File: config.mk
export PLATFORM = sky130hd
export DESIGN_NAME = pt_walker
export DESIGN_NICKNAME = d
export VERILOG_FILES = /design/src/rtl/pt_walker_pkg.sv /design/src/rtl/pt_entry_dec.sv /design/src/rtl/pt_addr_gen.sv /design/src/rtl/pt_walk_fsm.sv /design/src/rtl/pt_walker.sv
export SDC_FILE = /design/constraint.sdc
export NUM_CORES = 1
export LEC_CHECK = 0
export CAP_MARGIN = 5
export CELL_PAD_IN_SITES_DETAIL_PLACEMENT = 0
export CELL_PAD_IN_SITES_GLOBAL_PLACEMENT = 1
export CORE_ASPECT_RATIO = 2
export CORE_MARGIN = 3
export CORE_UTILIZATION = 36
export CTS_BUF_LIST = sky130_fd_sc_hd__clkbuf_4
export CTS_CLUSTER_DIAMETER = 120
export CTS_CLUSTER_SIZE = 14
export DETAILED_ROUTE_END_ITERATION = 6
export MAX_ROUTING_LAYER = met4
export PLACE_DENSITY_LB_ADDON = 0.1
export SETUP_SLACK_MARGIN = 0.4
export SYNTH_ARGS = -nofsm -noshare
export SYNTH_HDL_FRONTEND = slang
export SYNTH_SLANG_ARGS = --single-unit
export TNS_END_PERCENT = 100
File: constraint.sdc
create_clock -name clk -period 5 [get_ports clk]
set_clock_uncertainty 0.1 [all_clocks]
set_input_delay 1 -clock clk [delete_from_list [all_inputs] [get_ports clk]]
set_output_delay 1 -clock clk [all_outputs]
set_load 0.01 [all_outputs]
File: src/rtl/pt_walker_pkg.sv
package pt_walker_pkg;

   typedef enum logic [2:0] {
      WS_IDLE,
      WS_DIR_REQ,
      WS_DIR_WAIT,
      WS_TBL_REQ,
      WS_TBL_WAIT,
      WS_DONE
   } walk_state_e;

endpackage

File: src/rtl/pt_entry_dec.sv
module pt_entry_dec #(
   parameter int ENTRY_W     = 32,
   parameter int FRAME_W     = 20,
   parameter int PRESENT_BIT = 0
) (
   input  logic [ENTRY_W-1:0] entry,
   output logic [FRAME_W-1:0] frame,
   output logic               present
);

   localparam int FLAG_W = ENTRY_W - FRAME_W;

   if (FLAG_W < 1) begin : g_bad_width
      $error("pt_entry_dec: entry too narrow for a flag field");
   end
   if (PRESENT_BIT >= FLAG_W) begin : g_bad_present
      $error("pt_entry_dec: present flag must lie below the frame field");
   end

   logic [FLAG_W-1:0] unused_flags;

   assign frame        = entry[ENTRY_W-1 -: FRAME_W];
   assign present      = entry[PRESENT_BIT];
   assign unused_flags = entry[FLAG_W-1:0];

endmodule

File: src/rtl/pt_addr_gen.sv
module pt_addr_gen #(
   parameter int ADDR_W      = 32,
   parameter int DIR_BITS    = 10,
   parameter int TBL_BITS    = 10,
   parameter int OFS_BITS    = 12,
   parameter int ENTRY_BYTES = 4,
   localparam int FRAME_W    = ADDR_W - OFS_BITS
) (
   input  logic [ADDR_W-1:0]  laddr,
   input  logic [FRAME_W-1:0] root_frame,
   input  logic [FRAME_W-1:0] tbl_frame,
   input  logic [FRAME_W-1:0] leaf_frame,
   output logic [ADDR_W-1:0]  dir_addr,
   output logic [ADDR_W-1:0]  tbl_addr,
   output logic [ADDR_W-1:0]  phys_addr
);

   localparam bit POW2_STRIDE = (ENTRY_BYTES & (ENTRY_BYTES - 1)) == 0;
   localparam int STRIDE_SH   = $clog2(ENTRY_BYTES);

   logic [DIR_BITS-1:0] dir_idx;
   logic [TBL_BITS-1:0] tbl_idx;
   logic [OFS_BITS-1:0] page_ofs;
   logic [ADDR_W-1:0]   dir_off;
   logic [ADDR_W-1:0]   tbl_off;

   assign dir_idx  = laddr[ADDR_W-1 -: DIR_BITS];
   assign tbl_idx  = laddr[OFS_BITS +: TBL_BITS];
   assign page_ofs = laddr[OFS_BITS-1:0];

   if (POW2_STRIDE) begin : g_shift_stride
      assign dir_off = ADDR_W'(dir_idx) << STRIDE_SH;
      assign tbl_off = ADDR_W'(tbl_idx) << STRIDE_SH;
   end else begin : g_mult_stride
      assign dir_off = ADDR_W'(dir_idx) * ADDR_W'(ENTRY_BYTES);
      assign tbl_off = ADDR_W'(tbl_idx) * ADDR_W'(ENTRY_BYTES);
   end

   assign dir_addr  = {root_frame, {OFS_BITS{1'b0}}} + dir_off;
   assign tbl_addr  = {tbl_frame,  {OFS_BITS{1'b0}}} + tbl_off;
   assign phys_addr = {leaf_frame, page_ofs};

endmodule

File: src/rtl/pt_walk_fsm.sv
module pt_walk_fsm
   import pt_walker_pkg::*;
(
   input  logic clk,
   input  logic rst_n,
   input  logic req_valid,
   input  logic mem_rd_ready,
   input  logic mem_rdata_valid,
   input  logic entry_present,
   output logic req_ready,
   output logic mem_rd_valid,
   output logic rd_is_tbl,
   output logic resp_valid,
   output logic ld_req,
   output logic ld_tbl,
   output logic ld_res
);

   walk_state_e state_q, state_d;

   always_ff @(posedge clk) begin
      if (!rst_n) state_q <= WS_IDLE;
      else        state_q <= state_d;
   end

   always_comb begin
      state_d = state_q;
      unique case (state_q)
         WS_IDLE:     if (req_valid)       state_d = WS_DIR_REQ;
         WS_DIR_REQ:  if (mem_rd_ready)    state_d = WS_DIR_WAIT;
         WS_DIR_WAIT: if (mem_rdata_valid) state_d = entry_present ? WS_TBL_REQ : WS_DONE;
         WS_TBL_REQ:  if (mem_rd_ready)    state_d = WS_TBL_WAIT;
         WS_TBL_WAIT: if (mem_rdata_valid) state_d = WS_DONE;
         WS_DONE:                          state_d = WS_IDLE;
         default:                          state_d = WS_IDLE;
      endcase
   end

   assign req_ready    = state_q == WS_IDLE;
   assign mem_rd_valid = (state_q == WS_DIR_REQ) || (state_q == WS_TBL_REQ);
   assign rd_is_tbl    = state_q == WS_TBL_REQ;
   assign resp_valid   = state_q == WS_DONE;
   assign ld_req       = req_ready && req_valid;
   assign ld_tbl       = (state_q == WS_DIR_WAIT) && mem_rdata_valid && entry_present;
   assign ld_res       = mem_rdata_valid &&
                         (((state_q == WS_DIR_WAIT) && !entry_present) ||
                          (state_q == WS_TBL_WAIT));

endmodule

File: src/rtl/pt_walker.sv
module pt_walker #(
   parameter int ADDR_W      = 32,
   parameter int DIR_BITS    = 10,
   parameter int TBL_BITS    = 10,
   parameter int OFS_BITS    = 12,
   parameter int ENTRY_BYTES = 4,
   parameter int PRESENT_BIT = 0
) (
   input  logic              clk,
   input  logic              rst_n,
   input  logic              req_valid,
   output logic              req_ready,
   input  logic [ADDR_W-1:0] req_laddr,
   input  logic [ADDR_W-1:0] root_base,
   output logic              resp_valid,
   output logic [ADDR_W-1:0] resp_paddr,
   output logic              resp_fault,
   output logic              mem_rd_valid,
   input  logic              mem_rd_ready,
   output logic [ADDR_W-1:0] mem_rd_addr,
   input  logic              mem_rdata_valid,
   input  logic [ADDR_W-1:0] mem_rdata
);

   localparam int FRAME_W = ADDR_W - OFS_BITS;

   if (DIR_BITS + TBL_BITS + OFS_BITS != ADDR_W) begin : g_bad_split
      $error("pt_walker: index and offset fields must cover the address");
   end
   if (ENTRY_BYTES < 1) begin : g_bad_stride
      $error("pt_walker: entry size must be positive");
   end

   logic               ld_req, ld_tbl, ld_res, rd_is_tbl;
   logic               entry_present;
   logic [FRAME_W-1:0] entry_frame;
   logic [ADDR_W-1:0]  laddr_q;
   logic [FRAME_W-1:0] root_frame_q;
   logic [FRAME_W-1:0] tbl_frame_q;
   logic [ADDR_W-1:0]  paddr_q;
   logic               fault_q;
   logic [ADDR_W-1:0]  dir_addr, tbl_addr, phys_addr;
   logic [OFS_BITS-1:0] unused_root_low;

   assign unused_root_low = root_base[OFS_BITS-1:0];

   pt_walk_fsm u_fsm (
      .clk             (clk),
      .rst_n           (rst_n),
      .req_valid       (req_valid),
      .mem_rd_ready    (mem_rd_ready),
      .mem_rdata_valid (mem_rdata_valid),
      .entry_present   (entry_present),
      .req_ready       (req_ready),
      .mem_rd_valid    (mem_rd_valid),
      .rd_is_tbl       (rd_is_tbl),
      .resp_valid      (resp_valid),
      .ld_req          (ld_req),
      .ld_tbl          (ld_tbl),
      .ld_res          (ld_res)
   );

   pt_entry_dec #(
      .ENTRY_W     (ADDR_W),
      .FRAME_W     (FRAME_W),
      .PRESENT_BIT (PRESENT_BIT)
   ) u_dec (
      .entry   (mem_rdata),
      .frame   (entry_frame),
      .present (entry_present)
   );

   pt_addr_gen #(
      .ADDR_W      (ADDR_W),
      .DIR_BITS    (DIR_BITS),
      .TBL_BITS    (TBL_BITS),
      .OFS_BITS    (OFS_BITS),
      .ENTRY_BYTES (ENTRY_BYTES)
   ) u_agen (
      .laddr      (laddr_q),
      .root_frame (root_frame_q),
      .tbl_frame  (tbl_frame_q),
      .leaf_frame (entry_frame),
      .dir_addr   (dir_addr),
      .tbl_addr   (tbl_addr),
      .phys_addr  (phys_addr)
   );

   always_ff @(posedge clk) begin
      if (!rst_n) begin
         laddr_q      <= '0;
         root_frame_q <= '0;
         tbl_frame_q  <= '0;
         paddr_q      <= '0;
         fault_q      <= 1'b0;
      end else begin
         if (ld_req) begin
            laddr_q      <= req_laddr;
            root_frame_q <= root_base[ADDR_W-1:OFS_BITS];
         end
         if (ld_tbl) tbl_frame_q <= entry_frame;
         if (ld_res) begin
            fault_q <= !entry_present;
            paddr_q <= entry_present ? phys_addr : '0;
         end
      end
   end

   assign mem_rd_addr = rd_is_tbl ? tbl_addr : dir_addr;
   assign resp_paddr  = paddr_q;
   assign resp_fault  = fault_q;

endmodule

# ---- After elaboration in Yosys (flattened, before gate mapping)
# Cells that the tools add are included.
dict set report totals {
  register_bits 108
  inputBits 101
}
dict set report classes {
  eq_ne 10
  reduce_logical 10
  n_mux 9
  add_sub_neg 2
}
# op n
set ops {}
lappend ops {{$add A32 B12 Y32} 2}
lappend ops {{$mux W32} 2}
lappend ops {{$mux W3} 6}
lappend ops {{$pmux W3 S5} 1}
lappend ops {{$ne A2 B2 Y1 const B} 5}
lappend ops {{$eq A3 B2 Y1 const B} 2}
lappend ops {{$eq A3 B3 Y1 const B} 2}
lappend ops {{$logic_and A1 B1 Y1} 5}
lappend ops {{$reduce_and A5 Y1} 1}
lappend ops {{$eq A3 B1 Y1 const B} 1}
lappend ops {{$logic_not A3 Y1} 1}
lappend ops {{$logic_or A1 B1 Y1} 2}
lappend ops {{$logic_not A1 Y1} 1}

# ---- Logic depth before layout (Yosys ltp)
# Gate-level depths: netlist of the first run.
dict set report depth {
  depth_word 4
  mapped_depth 6
  ltp_nobuf 3
}

# ---- Modules after synthesis
# A second synthesis of the first run with hierarchy kept.
dict set report unflattened {
  hier_cells 560
  hier_area_um2 5679.2
}
# module cells_each n_inst area_per_inst_um2
set by_module_without_submodules {}
lappend by_module_without_submodules {pt_walker 412 1 4558.1}
lappend by_module_without_submodules {pt_addr_gen 97 1 724.4}
lappend by_module_without_submodules {pt_walk_fsm 30 1 239.0}
lappend by_module_without_submodules {pt_entry_dec 21 1 157.7}

# ---- Least setup slack after synthesis of the first run
# No wires, ideal clock.
dict set report synth_timing {
  path_kind {register to output}
  from {register u_fsm.state_q[2]}
  to {output mem_rd_addr[10]}
  required_time_ns 3.900
  stages_incl_launch_ff 6
  slack_ns 2.585
  t_arrival_ns 1.315
  path_cell_list {dfxtp_1 buf_2 nor2b_1 nand2_1 buf_2 mux2_2}
}
dict set report synth_via {
  elab_chain_len 2
}
# item line_no
set synth_lines {}
lappend synth_lines {{start, declared} pt_walk_fsm.sv:19} ;# walk_state_e state_q, state_d;
lappend synth_lines {{start signal, assigned} pt_walk_fsm.sv:23} ;# else state_q <= state_d;
lappend synth_lines {{$eq A3 B2 Y1} pt_walk_fsm.sv:41} ;# assign rd_is_tbl = state_q == WS_TBL_REQ;
lappend synth_lines {{$mux W32} pt_walker.sv:109} ;# assign mem_rd_addr = rd_is_tbl ? tbl_addr : dir_addr;
lappend synth_lines {{end, declared} pt_walker.sv:20} ;# output logic [ADDR_W-1:0] mem_rd_addr,
# No other way between the ends.

# ---- Worst setup path after layout of the first run
dict set report layout_timing {
  from {register u_fsm.state_q[2]}
  to {output mem_rd_addr[25]}
}
# Same word-level chain as after synthesis.

==> reports/metrics.cfg, run 1 <==
[run_status]
status = complete, no violations

[clock_tree]
cts_buffer_depth = 2
cts_buffers = 9
clock_latency_ns = 0.44
path_clk_slew_ns = 0.15
cts-hold-fix-buffers = 0
clock_sinks = 108
clock-root-buffer = clkbuf_4
cts.repair.resized = 0
postCtsSetupRepairBufs = 0
cts_tree = yes
htree_num_levels = 3

[synth]
synth-simple-area-share = 0.152
muxShareOfSynthArea = 0.0785
synth_adder_area_share = 0
ys_ff_latch = 108
synth_edf_count = 0
ys_types = 36
synth_top_area_share = 0.488
seq_area_frac_synth = 0.488
netlist_top_cells_count = dfxtp_1, nand2_1, a21oi_1
synth_compound_area_frac = 0.217
synthCells = 469
synth-xor-area-share = 0.00198
synth_area_um2 = 4430
synth_top_family_by_area = compound AO/OA/AOI/OAI gates
ys_warn_count = 0
yosys-top-cells-area = dfxtp_1, nand2_1, mux2_2
dominantRegCellSynth = dfxtp_1
ys_async_sr_fraction = 0
synth_area_leader_cell = dfxtp_1
syn_avg_cell_area_um2 = 9.44

[finish]
fillers = 1184
design_area_um2 = 5960
fin_cells = 736
seq_area_um2 = 2160
areaGrowthSynthToFinish_pct = 34.5
drive_above_1_share = 0.100
final_net_count = 686
multiInputGateArea_um2 = 2000

[drt]
drtAntennaViolNets = 0
vias = 3772
vias_per_cell = 5.13
drc_errors = 0
wirelength_mm = 12.3
drtIter0Drc = 102
wl_per_cell_um = 16.7
drt_pre_antenna_iters = 4

[grt]
antenna_found_initial = 1
grt_pass1_vias = 3816
grt_pass1_wl_mm = 19.6
track_usage = 0.185
grt-ovfl-total = 0
grt_max_degree = 56

[die]
die_y_um = 163
core-area_um2 = 11900
rows = 56
dieArea_um2 = 13800
die_w_um = 84.4
pin_count = 169
initial_core_util = 0.372

[power_and_ir_drop]
power_density_nw_per_um2 = 267
p_total_uw = 1590
p_leak_uw = 0.00224
vdd_drop_max_mv = 0.157

[sta]
max_freq_mhz = 241
max_slew.worst_pin.slew_ns = 1.24
slew_viol_final = 0
hold_viol = 0
setup_slack_ns = 0.847
rsz0062_at_grt = false
slew-limit-headroom = 0.174
fin_crit_sh = 0.831
finalSetupViolations = 0
layout_min_cycle_time_ns = 4.15
setup_tns_ns = 0

[critical_path]
cp-start-kind = flop
worstPathArrival_ns = 3.05
cp_max_fo = 16
cp_data_required_time_ns = 3.90
crit_type = flop to output pin
cp-end-kind = output pin

[place]
place_hpwl_mm = 8.09
place.gp.congestion = 0.741
pre_cts_ws_ns = 1.25
io_buffers = 143
dp_cells = 719
place_area_um2 = 5830

[min_path]
min_path_type = flop to flop

[flow_run]
maxCapViolCount = 0

==> stage by stage <==
| step | utilization | hold slack [ns] |
|---|---|---|
| floorplan | - | 0.333 |
| global placement | 0.490 | 0.339 |
| detailed placement | 0.490 | 0.344 |
| CTS | 0.500 | 0.367 |
| global route | 0.500 | 0.385 |
| finish | 0.500 | 0.365 |
==> state kept, by name, summed over array words and instances, names as in the netlist <==
name           cells
resp_fault         1
tbl_frame_q       20
resp_paddr        32
laddr_q           32
u_fsm.state_q      3
root_frame_q      20
==> kinds of logic (layout without fill, tap and decap cells) <==
family	after synthesis	after routing
simple gates	144	144
compound gates	135	135
flops	108	108
buf+inv	49	169
mux	31	31
other cells	1	3
xor+xnor	1	1
==> worst paths after layout <==
kind	to	depth (start not counted)	slack [ns]	from
max	mem_rd_addr[25]	5	0.85	u_fsm.state_q[2]$_SDFFE_PN0P_
min	laddr_q[28]$_SDFFE_PN0P_	2	0.37	laddr_q[28]$_SDFFE_PN0P_
max reg2reg	resp_paddr[16]$_SDFFE_PN0P_	4	2.51	u_fsm.state_q[1]$_SDFFE_PN0P_
min reg2reg	laddr_q[28]$_SDFFE_PN0P_	2	0.37	laddr_q[28]$_SDFFE_PN0P_
==> critical path: stages (launching register included) <==
cell and delay (ns):
dfxtp_1 0.64, nor2b_1 0.14, nand2_1 0.54, buf_4 0.40, mux2_2 0.37, clkdlybuf4s50_1 0.52
==> where the power goes <==
group,switching [µW],internal [µW]
clock,296,113
sequential,19.3,896
combinational,128,137
==> cells in the final DEF, fill, tap and decap left out, drive strengths merged, types with 2 or more instances in the layout <==
master / synthesis / final
a21boi: 21 / 21
buf: 25 / 8
clkbuf: 21 / 10
clkinv: 0 / 2
o21a: 20 / 20
nand2: 108 / 108
inv: 3 / 6
a32o: 32 / 32
clkdlybuf4s50: 0 / 142
nor2: 2 / 2
or3: 2 / 2
nand2b: 2 / 2
mux2: 30 / 30
and3: 20 / 20
dfxtp: 108 / 108
nor3: 2 / 2
a21oi: 54 / 54
conb: 1 / 2
==> final cells by class <==
type	instances	share of cell area
inverter	3	0.00189
timing repair buffer	150	0.248
tap	145	0.0305
clock inverter	6	0.00777
clock buffer	10	0.0126
sequential	108	0.363
antenna	1	0.000420
multi-input combinational	313	0.336
==> metal layers <==
metal / GRT usage / wire [µm] / vias up
li1: - / - / 1880
met1: 0.200 / 5010 / 1782
met2: 0.341 / 6680 / 94
met3: 0.0253 / 397 / 16
met4: 0.0634 / 214 / 0
met5: - / 0 / -
(Power assumes the default switching activity.)
==> inputs of run 2 (changes only) <==
--- a/config.mk
+++ b/config.mk
@@ -10,7 +10,7 @@
 export CELL_PAD_IN_SITES_GLOBAL_PLACEMENT = 1
 export CORE_ASPECT_RATIO = 2
 export CORE_MARGIN = 3
-export CORE_UTILIZATION = 36
+export CORE_UTILIZATION = 33
 export CTS_BUF_LIST = sky130_fd_sc_hd__clkbuf_4
 export CTS_CLUSTER_DIAMETER = 120
 export CTS_CLUSTER_SIZE = 14
==> constraint.sdc (replaced) <==
create_clock -name clk -period 4.1 [get_ports clk]
set_clock_uncertainty 0.1 [all_clocks]
set_input_delay 0.82 -clock clk [delete_from_list [all_inputs] [get_ports clk]]
set_output_delay 0.82 -clock clk [all_outputs]
set_load 0.01 [all_outputs]
==> run 2 against run 1 <==
Against the previous run:
- routed wire length rose by 2.1%
- flip-flop and latch count unchanged
- first-iteration DRC count rose by 59%
- via count up 0.95%
- non-clock buffer count grew 3
- global-route usage down 0.80 points
- die area is 8.6% higher
- worst setup slack worse by 0.26 ns
- worst hold slack worse by 0.0037 ns
- cell count up 1.2%
- sequential power increased by 22%
- sequential share of layout area shrank 0.48 points
- largest power group unchanged
==> reports/metrics.cfg, run 2 (synthesized netlist as in run 1, its figures left out) <==
[clock_tree]
cts_buffer_depth = 2
path_clk_slew_ns = 0.15
cts_tree = yes
clock-root-buffer = clkbuf_4
cts_buffers = 9
htree_num_levels = 3
clock_latency_ns = 0.43
clock_sinks = 108
postCtsSetupRepairBufs = 0
cts-hold-fix-buffers = 0

[grt]
grt-ovfl-total = 0
grt_max_degree = 56
track_usage = 0.177
grt_pass1_wl_mm = 19.7
antenna_found_initial = 1
grt_pass1_vias = 3807

[critical_path]
cp-start-kind = flop
path_cells = nor2b_1 > nand2_2 > buf_4 > mux2_2 > clkdlybuf4s50_1
crit_family = buffers and inverters
cp_data_required_time_ns = 3.18
reg2reg_slack_ns = 1.63
slowest_stage = dfxtp_1
crit_type = flop to output pin
slowest_delay_ns = 0.65
crit_buf_inv = 2
cp-end-kind = output pin
worstPathArrival_ns = 2.59
cp_max_fo = 14

[die]
initial_core_util = 0.339
die_w_um = 87.9
dieArea_um2 = 14900
core-area_um2 = 13100
pin_count = 169
die_y_um = 170
rows = 59

[finish]
mostFrequentLayoutCells = clkdlybuf4s50_1, nand2_1, dfxtp_1
fillers = 1295
layout_commonest_cell = clkdlybuf4s50_1
fin_cells = 745
drive_above_1_share = 0.108
areaGrowthSynthToFinish_pct = 36.4
final_net_count = 689

[drt]
drc_errors = 0
wl_per_cell_um = 16.8
drt_pre_antenna_iters = 4
drtIter0Drc = 162
vias = 3808
vias_per_cell = 5.11
drtAntennaViolNets = 0
wirelength_mm = 12.6

[sta]
setup_tns_ns = 0
slew-limit-headroom = 0.445
hold_viol = 0
rsz0062_at_grt = false
slew_viol_final = 0
layout_min_cycle_time_ns = 3.51
whs_ns = 0.361
max_slew.worst_pin.slew_ns = 0.832
finalSetupViolations = 0
max_freq_mhz = 285
setup_slack_ns = 0.587
fin_crit_sh = 0.857

[place]
place.gp.congestion = 0.737
pre_cts_ws_ns = 0.824
place_hpwl_mm = 8.38
io_buffers = 143
dp_cells = 729

[power_and_ir_drop]
p_leak_uw = 0.00228
vdd_drop_max_mv = 0.202
power_density_nw_per_um2 = 339
p_total_uw = 2040

[min_path]
min_path_type = flop to flop

[flow_run]
maxCapViolCount = 0

[run_status]
status = complete, no violations

==> run 2: cell count changes in the layout (fill, tap and decap cells not counted), sizes merged <==
cell	delta
bufinv	+2
clkbuf	+1
inv	-3
buf	+3
clkinvlp	+1
clkinv	-2
==> run 2: area by class of cell <==
| type | instances | area [µm²] | share of cell area |
|---|---|---|---|
| sequential | 108 | 2160 | 0.358 |
| multi-input combinational | 313 | 2000 | 0.331 |
| timing repair buffer | 153 | 1510 | 0.251 |
| tap | 152 | 190 | 0.0315 |
| clock buffer | 11 | 82.6 | 0.0137 |
| clock inverter | 4 | 75.1 | 0.0124 |
| inverter | 3 | 11.3 | 0.00186 |
| antenna | 1 | 2.50 | 0.000414 |
==> run 2: worst register-to-register path: stages (launching register included) <==
cell and delay [ns]:
dfxtp_1 0.37, buf_4 0.42, nand2b_1 0.31, a21o_1 0.71
buf_4 0.34, a32o_1 0.18
==> run 2: report_power, final <==
part           switching (µW)  internal (µW)
clock                     341            259
combinational             159            170
sequential               23.7           1090
total                     524           1520
==> run 2: worst paths after layout <==
path	from	endpoint	depth (start not counted)
setup / recovery	u_fsm.state_q[2]$_SDFFE_PN0P_	mem_rd_addr[19]	5
hold / removal	root_frame_q[0]$_SDFFE_PN0P_	root_frame_q[0]$_SDFFE_PN0P_	2
setup reg to reg	u_fsm.state_q[1]$_SDFFE_PN0P_	resp_paddr[23]$_SDFFE_PN0P_	5
hold reg to reg	root_frame_q[0]$_SDFFE_PN0P_	root_frame_q[0]$_SDFFE_PN0P_	2
==> run 2: through the flow <==
stage,util,cell area [µm²]
4_1_cts,0.462,6040
6_report,0.462,6040
5_1_grt,0.462,6040
2_1_floorplan,-,4430
3_5_place_dp,0.450,5880
3_3_place_gp,0.450,5880
==> run 2: repair_timing <==
item / CTS / global route
resized for setup: 2 / 0
setup endpoints to repair: 23 / 0
hold endpoints to repair: 0 / 0
==> run 2: metal layers <==
metal	part of all wire	GRT usage	vias up
li1	-	-	1882
met1	0.40	0.202	1839
met2	0.56	0.312	79
met3	0.033	0.0320	8
met4	0.011	0.0441	0
met5	0	-	-
